File: src/rtl/ucount_timer.sv
module ucount_timer #(
  parameter int ADDR_W  = 8,
  parameter int DATA_W  = 32,
  parameter int CNT_W   = 16,
  parameter int EN_BIT  = 0,
  parameter int CLR_BIT = 31
) (
  input  logic              clk,
  input  logic              rst_n,
  input  logic              tick_en,
  input  logic              wr_en,
  input  logic              rd_en,
  input  logic [ADDR_W-1:0] addr,
  input  logic [DATA_W-1:0] wdata,
  output logic [DATA_W-1:0] rdata
);
  localparam logic [ADDR_W-1:0] OFF_CTRL = ADDR_W'(8'h00);
  localparam logic [ADDR_W-1:0] OFF_PER  = ADDR_W'(8'h04);
  localparam logic [ADDR_W-1:0] OFF_CNT  = ADDR_W'(8'h08);
  localparam int PAD_W = DATA_W - CNT_W;

  logic [DATA_W-1:0] ctrl_q;
  logic [CNT_W-1:0]  period_q, count_q;

  wire sel_ctrl = addr == OFF_CTRL;
  wire sel_per  = addr == OFF_PER;
  wire sel_cnt  = addr == OFF_CNT;
  wire clr_wr   = wr_en && sel_ctrl && wdata[CLR_BIT];
  wire ctl_wr   = wr_en && sel_ctrl && !wdata[CLR_BIT];
  wire per_wr   = wr_en && sel_per;
  wire running  = ctrl_q[EN_BIT];
  wire step     = running && tick_en;

  always_ff @(posedge clk or negedge rst_n) begin
    if (!rst_n) begin
      ctrl_q   <= '0;
      period_q <= '0;
      count_q  <= '0;
    end else if (clr_wr) begin
      ctrl_q   <= '0;
      period_q <= '0;
      count_q  <= '0;
    end else begin
      if (ctl_wr) ctrl_q <= wdata;
      if (per_wr) begin
        period_q <= wdata[CNT_W-1:0];
        count_q  <= wdata[CNT_W-1:0];
      end else if (step) begin
        count_q <= (count_q == '0) ? period_q : count_q - 1'b1;
      end
    end
  end

  always_ff @(posedge clk or negedge rst_n) begin
    if (!rst_n)
      rdata <= '0;
    else if (rd_en)
      rdata <= sel_ctrl ? ctrl_q :
               sel_per  ? {{PAD_W{1'b0}}, period_q} :
               sel_cnt  ? {{PAD_W{1'b0}}, count_q} : '0;
  end

  AST_CLEAR_ALL: assert property (@(posedge clk) disable iff (!rst_n)
    clr_wr |=> (ctrl_q == '0 && period_q == '0 && count_q == '0));
  AST_CTRL_STORE: assert property (@(posedge clk) disable iff (!rst_n)
    ctl_wr |=> ctrl_q == $past(wdata));
  AST_STOPPED_HOLD: assert property (@(posedge clk) disable iff (!rst_n)
    (!running && !wr_en) |=> $stable(count_q));
  AST_DECREMENT: assert property (@(posedge clk) disable iff (!rst_n)
    (running && tick_en && !wr_en && count_q != '0) |=> count_q == $past(count_q) - 1'b1);
  AST_WRAP: assert property (@(posedge clk) disable iff (!rst_n)
    (running && tick_en && !wr_en && count_q == '0) |=> count_q == $past(period_q));
  AST_CNT_WR_IGNORED: assert property (@(posedge clk) disable iff (!rst_n)
    (wr_en && sel_cnt && !tick_en) |=> ($stable(count_q) && $stable(ctrl_q) && $stable(period_q)));
  AST_UNMAPPED_ZERO: assert property (@(posedge clk) disable iff (!rst_n)
    (rd_en && !sel_ctrl && !sel_per && !sel_cnt) |=> rdata == '0);
  AST_RDATA_HOLD: assert property (@(posedge clk) disable iff (!rst_n)
    !rd_en |=> $stable(rdata));
endmodule

File: config.mk
export PLATFORM = sky130hd
export DESIGN_NAME = ucount_timer
export DESIGN_NICKNAME = d
export VERILOG_FILES = /design/src/rtl/ucount_timer.sv
export SDC_FILE = /design/constraint.sdc
export NUM_CORES = 1
export LEC_CHECK = 0
export BUFFER_PORTS_ARGS = -buffer_cell sky130_fd_sc_hd__buf_2
export CAP_MARGIN = 30
export CORE_UTILIZATION = 56
export DETAILED_ROUTE_END_ITERATION = 8
export PLACE_DENSITY = 0.8
export SKIP_CTS_REPAIR_TIMING = 1
export SLEW_MARGIN = 20
export SYNTH_ARGS = -nofsm -noshare
export SYNTH_HDL_FRONTEND = slang
export SYNTH_SLANG_ARGS = --single-unit
export TNS_END_PERCENT = 5
File: constraint.sdc
create_clock -name clk -period 2.68 [get_ports clk]
set_input_delay 0.402 -clock clk [delete_from_list [all_inputs] [get_ports clk]]
set_output_delay 0.402 -clock clk [all_outputs]
set_load 0.005 [all_outputs]
* Yosys cells after proc, flatten, opt, wreduce, memory -nomap -nowiden
Index checks and enable logic that the tools add are counted.
Cells by class: $add $sub $neg 1, multipliers 0, div/mod/pow operators 0, order comparisons 0, equal/unequal tests 2, shifts and indexed selects 0, muxes and demuxes 11, bitwise gates (word level) 0, reductions and logical operators 11
Operators by type and width (number):
- $mux 16 | 8
- $mux 32 | 3
- $logic_not 16->1 | 1
- $sub 16x1->16 const B | 1
- $eq 8x3->1 const B | 1
- $eq 8x4->1 const B | 1
- $logic_not 8->1 | 1
- $logic_and 1x1->1 | 5
- $reduce_bool 2->1 | 2
- $reduce_bool 3->1 | 1
- $logic_not 1->1 | 1
Storage, ports and cells: register bits after elaboration 96, latch bits 0, memory bits (writable) 0, ROM bits 0, bits of input ports 45, output and inout port bits 32, logic and storage cells 29, memories kept 0

* Logic depth before layout (Yosys ltp)
Gate-level depths: netlist of run 1.
depth after elaboration 5, mapped depth 9

* Least setup slack after synthesis of run 1
Ideal clock, no wire load.
kind reg2reg, from register count_q[0], to register count_q[10], library setup time 137 ps, arrival time 2161 ps, data required time 2543 ps, slack 382 ps, stages on the path, launching flop included 9, period minus slack after synthesis 2298 ps, path through dfrtp_1 inv_1 ha_1 or4b_1 or4_4 buf_6 o21a_1 a22oi_1 a21oi_1
On the way: word-level cells in the longest chain between the ends 5, elaborated cells between the ends (all ways) 6, those cells by class 1 x add/sub; 4 x mux; 1 x reduce/logical
Ends and longest elaborated chain:
- start: declaration | line 23 | logic [CNT_W-1:0] period_q, count_q;
- start signal: assignment | line 47 | count_q <= wdata[CNT_W-1:0];
- start signal: assignment | line 49 | count_q <= (count_q == '0) ? period_q : count_q - 1'b1;
- $sub 16x1->16 or $logic_not 16->1 (tied branches) | line 49
- $mux 16 (*) | line 49
- $mux 16 (*) | line 48 | end else if (step) begin
- $mux 16 (*) | line 45 | if (per_wr) begin
- $mux 16 (*) | line 39 | end else if (clr_wr) begin
Every way passes the cells marked *; elsewhere a longest branch is shown, timed or not. The select of a mux whose other input is x is not followed. A chain may end at the register's enable or synchronous reset.

* Worst setup path after layout of run 1
from register count_q[0], to register count_q[13]
Same word-level chain as after synthesis.

==> results of run 1 <==
==> power groups by stage <==
stage | clock [mW] | sequential, mW | combinational [mW]
finish | 0.974 | 1.61 | 0.822
global route | 1.05 | 1.62 | 0.887
CTS | 0.992 | 1.61 | 0.805
detailed placement | 0 | 1.63 | 0.797
global placement | 0 | 1.63 | 0.777
floorplan | 0 | 1.61 | 0.588
==> critical path, stage by stage, from the launching register on <==
cell      delay, ns
dfrtp_1        0.44
inv_1          0.12
ha_1           0.15
or4b_1         0.46
or4_4          0.66
a32o_1         0.32
a211oi_2       0.19
o21ai_1        0.09
==> cell usage after synthesis, types with 3 or more instances <==
cell type,count,area (sq um)
nand2_1,120,450
dfrtp_1,96,2400
o21ai_0,60,300
a21oi_1,43,215
inv_1,36,135
clkbuf_1,28,105
nor2_1,28,105
mux2i_1,18,180
o22ai_1,16,100
nand3_1,9,45.0
o211ai_1,6,45.0
and2_1,5,31.3
nor4_1,5,31.3
or4_1,5,37.5
buf_2,4,20.0
nor3_1,4,20.0
o21a_1,4,30.0
or3_1,4,25.0
a22oi_1,3,22.5
a2bb2oi_1,3,26.3
buf_6,3,33.8
nand4_1,3,18.8
nor2b_1,3,18.8
==> logic make-up (layout without fill, tap and decap cells) <==
group | after synthesis | count (layout) | share of synthesized area [%]
adders and majority gates | 2 | 2 | 0.533
muxes | 18 | 18 | 3.84
xor gates and xnor gates | 1 | 1 | 0.187
and+or+nand+nor | 199 | 199 | 19.1
DFF | 96 | 96 | 51.1
buffers and inverters | 72 | 148 | 6.34
AOI/OAI and AO/OA | 152 | 152 | 18.8
==> routing by layer <==
layer | global-route usage [%] | routed length, um | vias up
li1 | - | - | 1984
met1 | 43.4 | 5380 | 2028
met2 | 44.0 | 5410 | 186
met3 | 4.55 | 824 | 23
met4 | 9.10 | 235 | 0
met5 | 0 | 0 | -
==> layout make-up <==
type                            count  share of cell area, %
Multi-Input combinational cell    372                   36.9
Timing Repair Buffer               96                   10.3
Tap cell                          105                   2.41
Sequential cell                    96                   44.1
Clock buffer                       10                   2.53
Inverter                           36                   2.48
Clock inverter                      6                   1.26
==> state kept, by name, indices dropped and copies added (netlist names) <==
name,flops
count_q,16
ctrl_q,32
period_q,16
rdata,32
==> worst min path at each step <==
stage	cells past startpoint	end	slack (ns)	from
after floorplan	0	count_q[0]	0.11	rst_n
after global placement	1	rdata[12]	0.27	rst_n
after detailed placement	1	rdata[12]	0.27	rst_n
after CTS	1	rdata[12]	-0.13	rst_n
after global routing	3	ctrl_q[26]	0.26	wdata[26]
final	3	ctrl_q[19]	0.27	wdata[19]
==> results.ini, run 1 <==
[power_and_ir_drop]
power_frac_comb_pct=24.1
total_power_mw=3.41
switching_share_pct=31.8
switchingPower_mw=1.08
powerDensity_mw_per_mm2=626
vdd.ir_drop.worst_uv=335
power_frac_seq_pct=47.3
internal_power_mw=2.32
p_clk_share_pct=28.6
leakage_nw=2.58

[routing]
ant_nets=0
dr.pass1.iters=8
wl_mm=11.8
drtIter0Drc=379
post-route-drc-count=2
vias=4221
wire_per_inst_um=16.4
via_per_inst=5.85

[placed_design]
io_buffers=76
gp_congestion=0.959
hpwl_mm=8.44
placed_area_sq_mm=0.00523
dp_cells=704
dp_slack_ns=0.183

[timing]
fin_crit_sh_pct=95.2
final.setup.tns_ns=0
finalSetupViolations=0
drv_slew=0
worst_slack_ns=0.129
fmax_ghz=0.392
hold_viol_final=0
max_slew.worst_pin.slew_ns=0.620
layout_min_cycle_time_ns=2.55
finClkSkew_ns=0.00736
slew_headroom_pct=58.3
hold_slack_ns=0.265
rsz0062_at_grt=false

[yosys]
synth_flop_cell=dfrtp_1
synth.net_count=587
synth_cell_type_count=47
ys_async_sr_fraction_pct=100
synth_area_sq_mm=0.00470
syn_avg_cell_area_sq_um=8.70
ys_ff_latch=96
ys.warnings.count=0
seq_area_frac_synth_pct=51.1
synth_edf_count=0
synthCells=540

[floorplanning]
die-area_sq_mm=0.00876
core-area_sq_mm=0.00818
io-pin-count=77
start_util_pct=57.5
num_rows=33
fp.dieH_um=93.6
die_w_um=93.6

[clock_network]
htreeDepth=3
cts_buffers=9
worstSkewPairLatency_ns=0.37
tritoncts=done
clock-sinks=96
ctsLongestPathBuffers=2
clk_pin_slew_ns=0.10
root_buffer=clkbuf_8

[min_path]
hold_class=input pin to flop

[layout]
multi_input_area_sq_mm=0.00201
fin_area_sq_mm=0.00544
layout_commonest_cell=nand2_1
diodes=0
synthToLayoutAreaGrowth_pct=15.9
n_fill_cell=674
layout_common_cells=nand2_1 (120), dfrtp_1 (96), buf_2 (75), o21ai_0 (60), a21oi_1 (43)
area.sequential_sq_mm=0.00240
layout.cells.non_filler=721
fin_nets=658
drive_gt1_share_pct=19.6
post-route-util_pct=66.6

[global_routing]
grt_max_degree=54
grt_overflow=0
grt_pass1_vias=3905
grt_usage_pct=29.2
antenna_found_initial=0
grt_pass1_wl_mm=19.5

[critical_path]
rr_worst_depth=7
rrSetupSlack_ns=0.13
cp-start-kind=flop
setup.worst_path.end_class=flop
r2r_end=count_q[13]
r2r-start=count_q[0]
critical_path_required_ns=2.94
crit_start=count_q[0]
crit_fanout=21
crit_arrival_ns=2.81
critPathKind=flop to flop
crit_end=count_q[13]

[status]
status=complete, but fails checks
violations=design-rule violations

[run]
drv_cap=0

Power figures use the tool's default switching activity.
==> run 2: changes to the inputs <==
Settings changed: CTS_CLUSTER_DIAMETER from default to 150, RECOVER_POWER from default to 50.
==> run 2 against run 1 <==
The flow now finishes without violations. Count of clock-buffer cells in the layout is the same. Worst setup slack lost 0.0015 ns. Sequential share of layout area grew 0.22 points. Highest routed layer unchanged.
==> results.ini, run 2 (same netlist as run 1, synthesis figures left out) <==
[routing]
top_layer=met4
drt-met1-wl_mm=5.41  ; +0.73%
post-route-drc-count=0  ; -2
dr_wl_met2_mm=5.43  ; +0.39%
vias=4204  ; -0.40%
wl_mm=11.8  ; -0.30%
drtIter0Drc=324  ; -15%
wire_per_inst_um=16.4  ; -0.30%
dr_wl_met3_um=783  ; -5.0%
dr.pass1.iters=5  ; -3
via_per_inst=5.83  ; -0.40%
ant_nets=0  ; unchanged

[run]
drv_cap=0  ; unchanged

[layout]
diodes=0  ; unchanged
fin_nets=658  ; unchanged
n_fill_cell=681  ; +1.0%
drive_gt1_share_pct=18.7  ; -0.97 points
layout_commonest_cell=nand2_1
synthToLayoutAreaGrowth_pct=15.3
layout_common_cells=nand2_1 (120), dfrtp_1 (96), buf_2 (71), o21ai_0 (60), a21oi_1 (43)
reg_top3=ctrl_q (32), rdata (32)

[floorplanning]
start_util_pct=57.5  ; unchanged
die-area_sq_mm=0.00876  ; unchanged
die_w_um=93.6  ; unchanged
fp.dieH_um=93.6  ; unchanged
core-area_sq_mm=0.00818  ; unchanged
num_rows=33  ; unchanged
io-pin-count=77  ; unchanged

[timing]
drv_slew=0  ; unchanged
finClkSkew_ns=0.00655  ; -0.000815 ns
final.setup.tns_ns=0  ; unchanged
hold_slack_ns=0.269  ; +0.00325 ns
fin_crit_sh_pct=95.3  ; about the same
max_slew.worst_pin.slew_ns=1.16  ; +0.537 ns
fmax_ghz=0.392  ; about the same
rsz0062_at_grt=false
slew_headroom_pct=22.8  ; -35 points
layout_min_cycle_time_ns=2.55  ; +0.00148 ns
hold_viol_final=0  ; unchanged
worst_slack_ns=0.127  ; -0.00148 ns
finalSetupViolations=0  ; unchanged

[global_routing]
grt_overflow=0  ; unchanged
grt_pass1_vias=3905  ; unchanged
grt_pass1_wl_mm=19.5  ; unchanged
grt_usage_pct=29.2  ; unchanged
antenna_found_initial=0  ; unchanged
grt_max_degree=54  ; unchanged

[clock_network]
ctsLongestPathBuffers=2  ; unchanged
clk_pin_slew_ns=0.09  ; about the same
tritoncts=done
htreeDepth=3  ; unchanged
root_buffer=clkbuf_8
clock-sinks=96  ; unchanged
worstSkewPairLatency_ns=0.37  ; about the same
cts_buffers=9  ; unchanged

[critical_path]
crit_arrival_ns=2.81  ; about the same
crit_fanout=21  ; unchanged
crit_path_cell_trace=inv_1, ha_1, or4b_1, or4_4, a32o_1, a211oi_2, o21ai_1
critical-path-max-stage-delay_ns=0.66  ; about the same
critical_path_required_ns=2.93  ; about the same
crit_family=simple AND/OR/NAND/NOR gates
path_buf_inv=1  ; unchanged
cp-start-kind=flop
setup.worst_path.end_class=flop
cp_slowest_cell=or4_4
critPathKind=flop to flop

[power_and_ir_drop]
leakage_nw=2.55  ; -1.2%
powerDensity_mw_per_mm2=628  ; +0.37%
vdd.ir_drop.worst_uv=334  ; -0.17%
total_power_mw=3.40  ; -0.14%

[placed_design]
io_buffers=76  ; unchanged
gp_congestion=0.959  ; unchanged
hpwl_mm=8.44  ; unchanged
dp_slack_ns=0.183  ; unchanged

[min_path]
hold_class=input pin to flop

[status]
status=finished, final reports clean

-- run 2: cell types whose count changed in the layout (fill, tap and decap cells not counted) --
cell and delta:
clkbuf_2 +1, buf_2 -4, clkbuf_1 +6, buf_4 -2
buf_12 -1
-- run 2: power breakdown --
group	internal (mW)	switching (mW)	total, mW
clock network	0.460	0.512	0.972
registers	1.52	0.0908	1.61
logic	0.342	0.479	0.821
total	2.32	1.08	3.40
-- run 2: worst reg2reg max path: cells and delay by family, from the launching register on --
family                   cells  cell delay [ns]
flip-flops                   1             0.43
AO/OA/AOI/OAI                3             0.61
buffers and inverters        1             0.12
AND/OR/NAND/NOR              2             1.13
adder cells (fa/ha/maj)      1             0.15
-- run 2: final timing paths --
| kind | startpoint | to | slack [ns] | cells past startpoint |
|---|---|---|---|---|
| min | wdata[19] | ctrl_q[19] | 0.27 | 3 |
| max in group asynchronous | rst_n | rdata[17] | 0.44 | 3 |
| max | count_q[0] | count_q[13] | 0.13 | 7 |
| min reg2reg | ctrl_q[4] | ctrl_q[4] | 0.49 | 2 |
| max reg2reg | count_q[0] | count_q[13] | 0.13 | 7 |
| min in group asynchronous | rst_n | rdata[12] | 0.62 | 2 |
-- run 2: metal layers --
metal  vias to the layer above  global-route usage [%]
met3                        18                    4.55
met2                       163                    44.0
met5                         -                       0
met1                      2043                    43.4
li1                       1980                       -
met4                         0                    9.10
-- run 2: final cells by class --
| type | instances | area, sq um | share of cell area [%] |
|---|---|---|---|
| Clock buffer | 10 | 138 | 2.54 |
| Clock inverter | 6 | 68.8 | 1.27 |
| Inverter | 36 | 135 | 2.49 |
| Multi-Input combinational cell | 372 | 2010 | 37.1 |
| Sequential cell | 96 | 2400 | 44.4 |
| Tap cell | 105 | 131 | 2.43 |
| Timing Repair Buffer | 96 | 533 | 9.84 |
-- run 2: stage by stage --
step           instances  cell area [sq um]  utilization [%]
2_1_floorplan        540               4700                -
6_report             721               5420             66.3
3_3_place_gp         704               5230             63.9
5_1_grt              721               5420             66.3
3_5_place_dp         704               5230             63.9
4_1_cts              720               5430             66.5
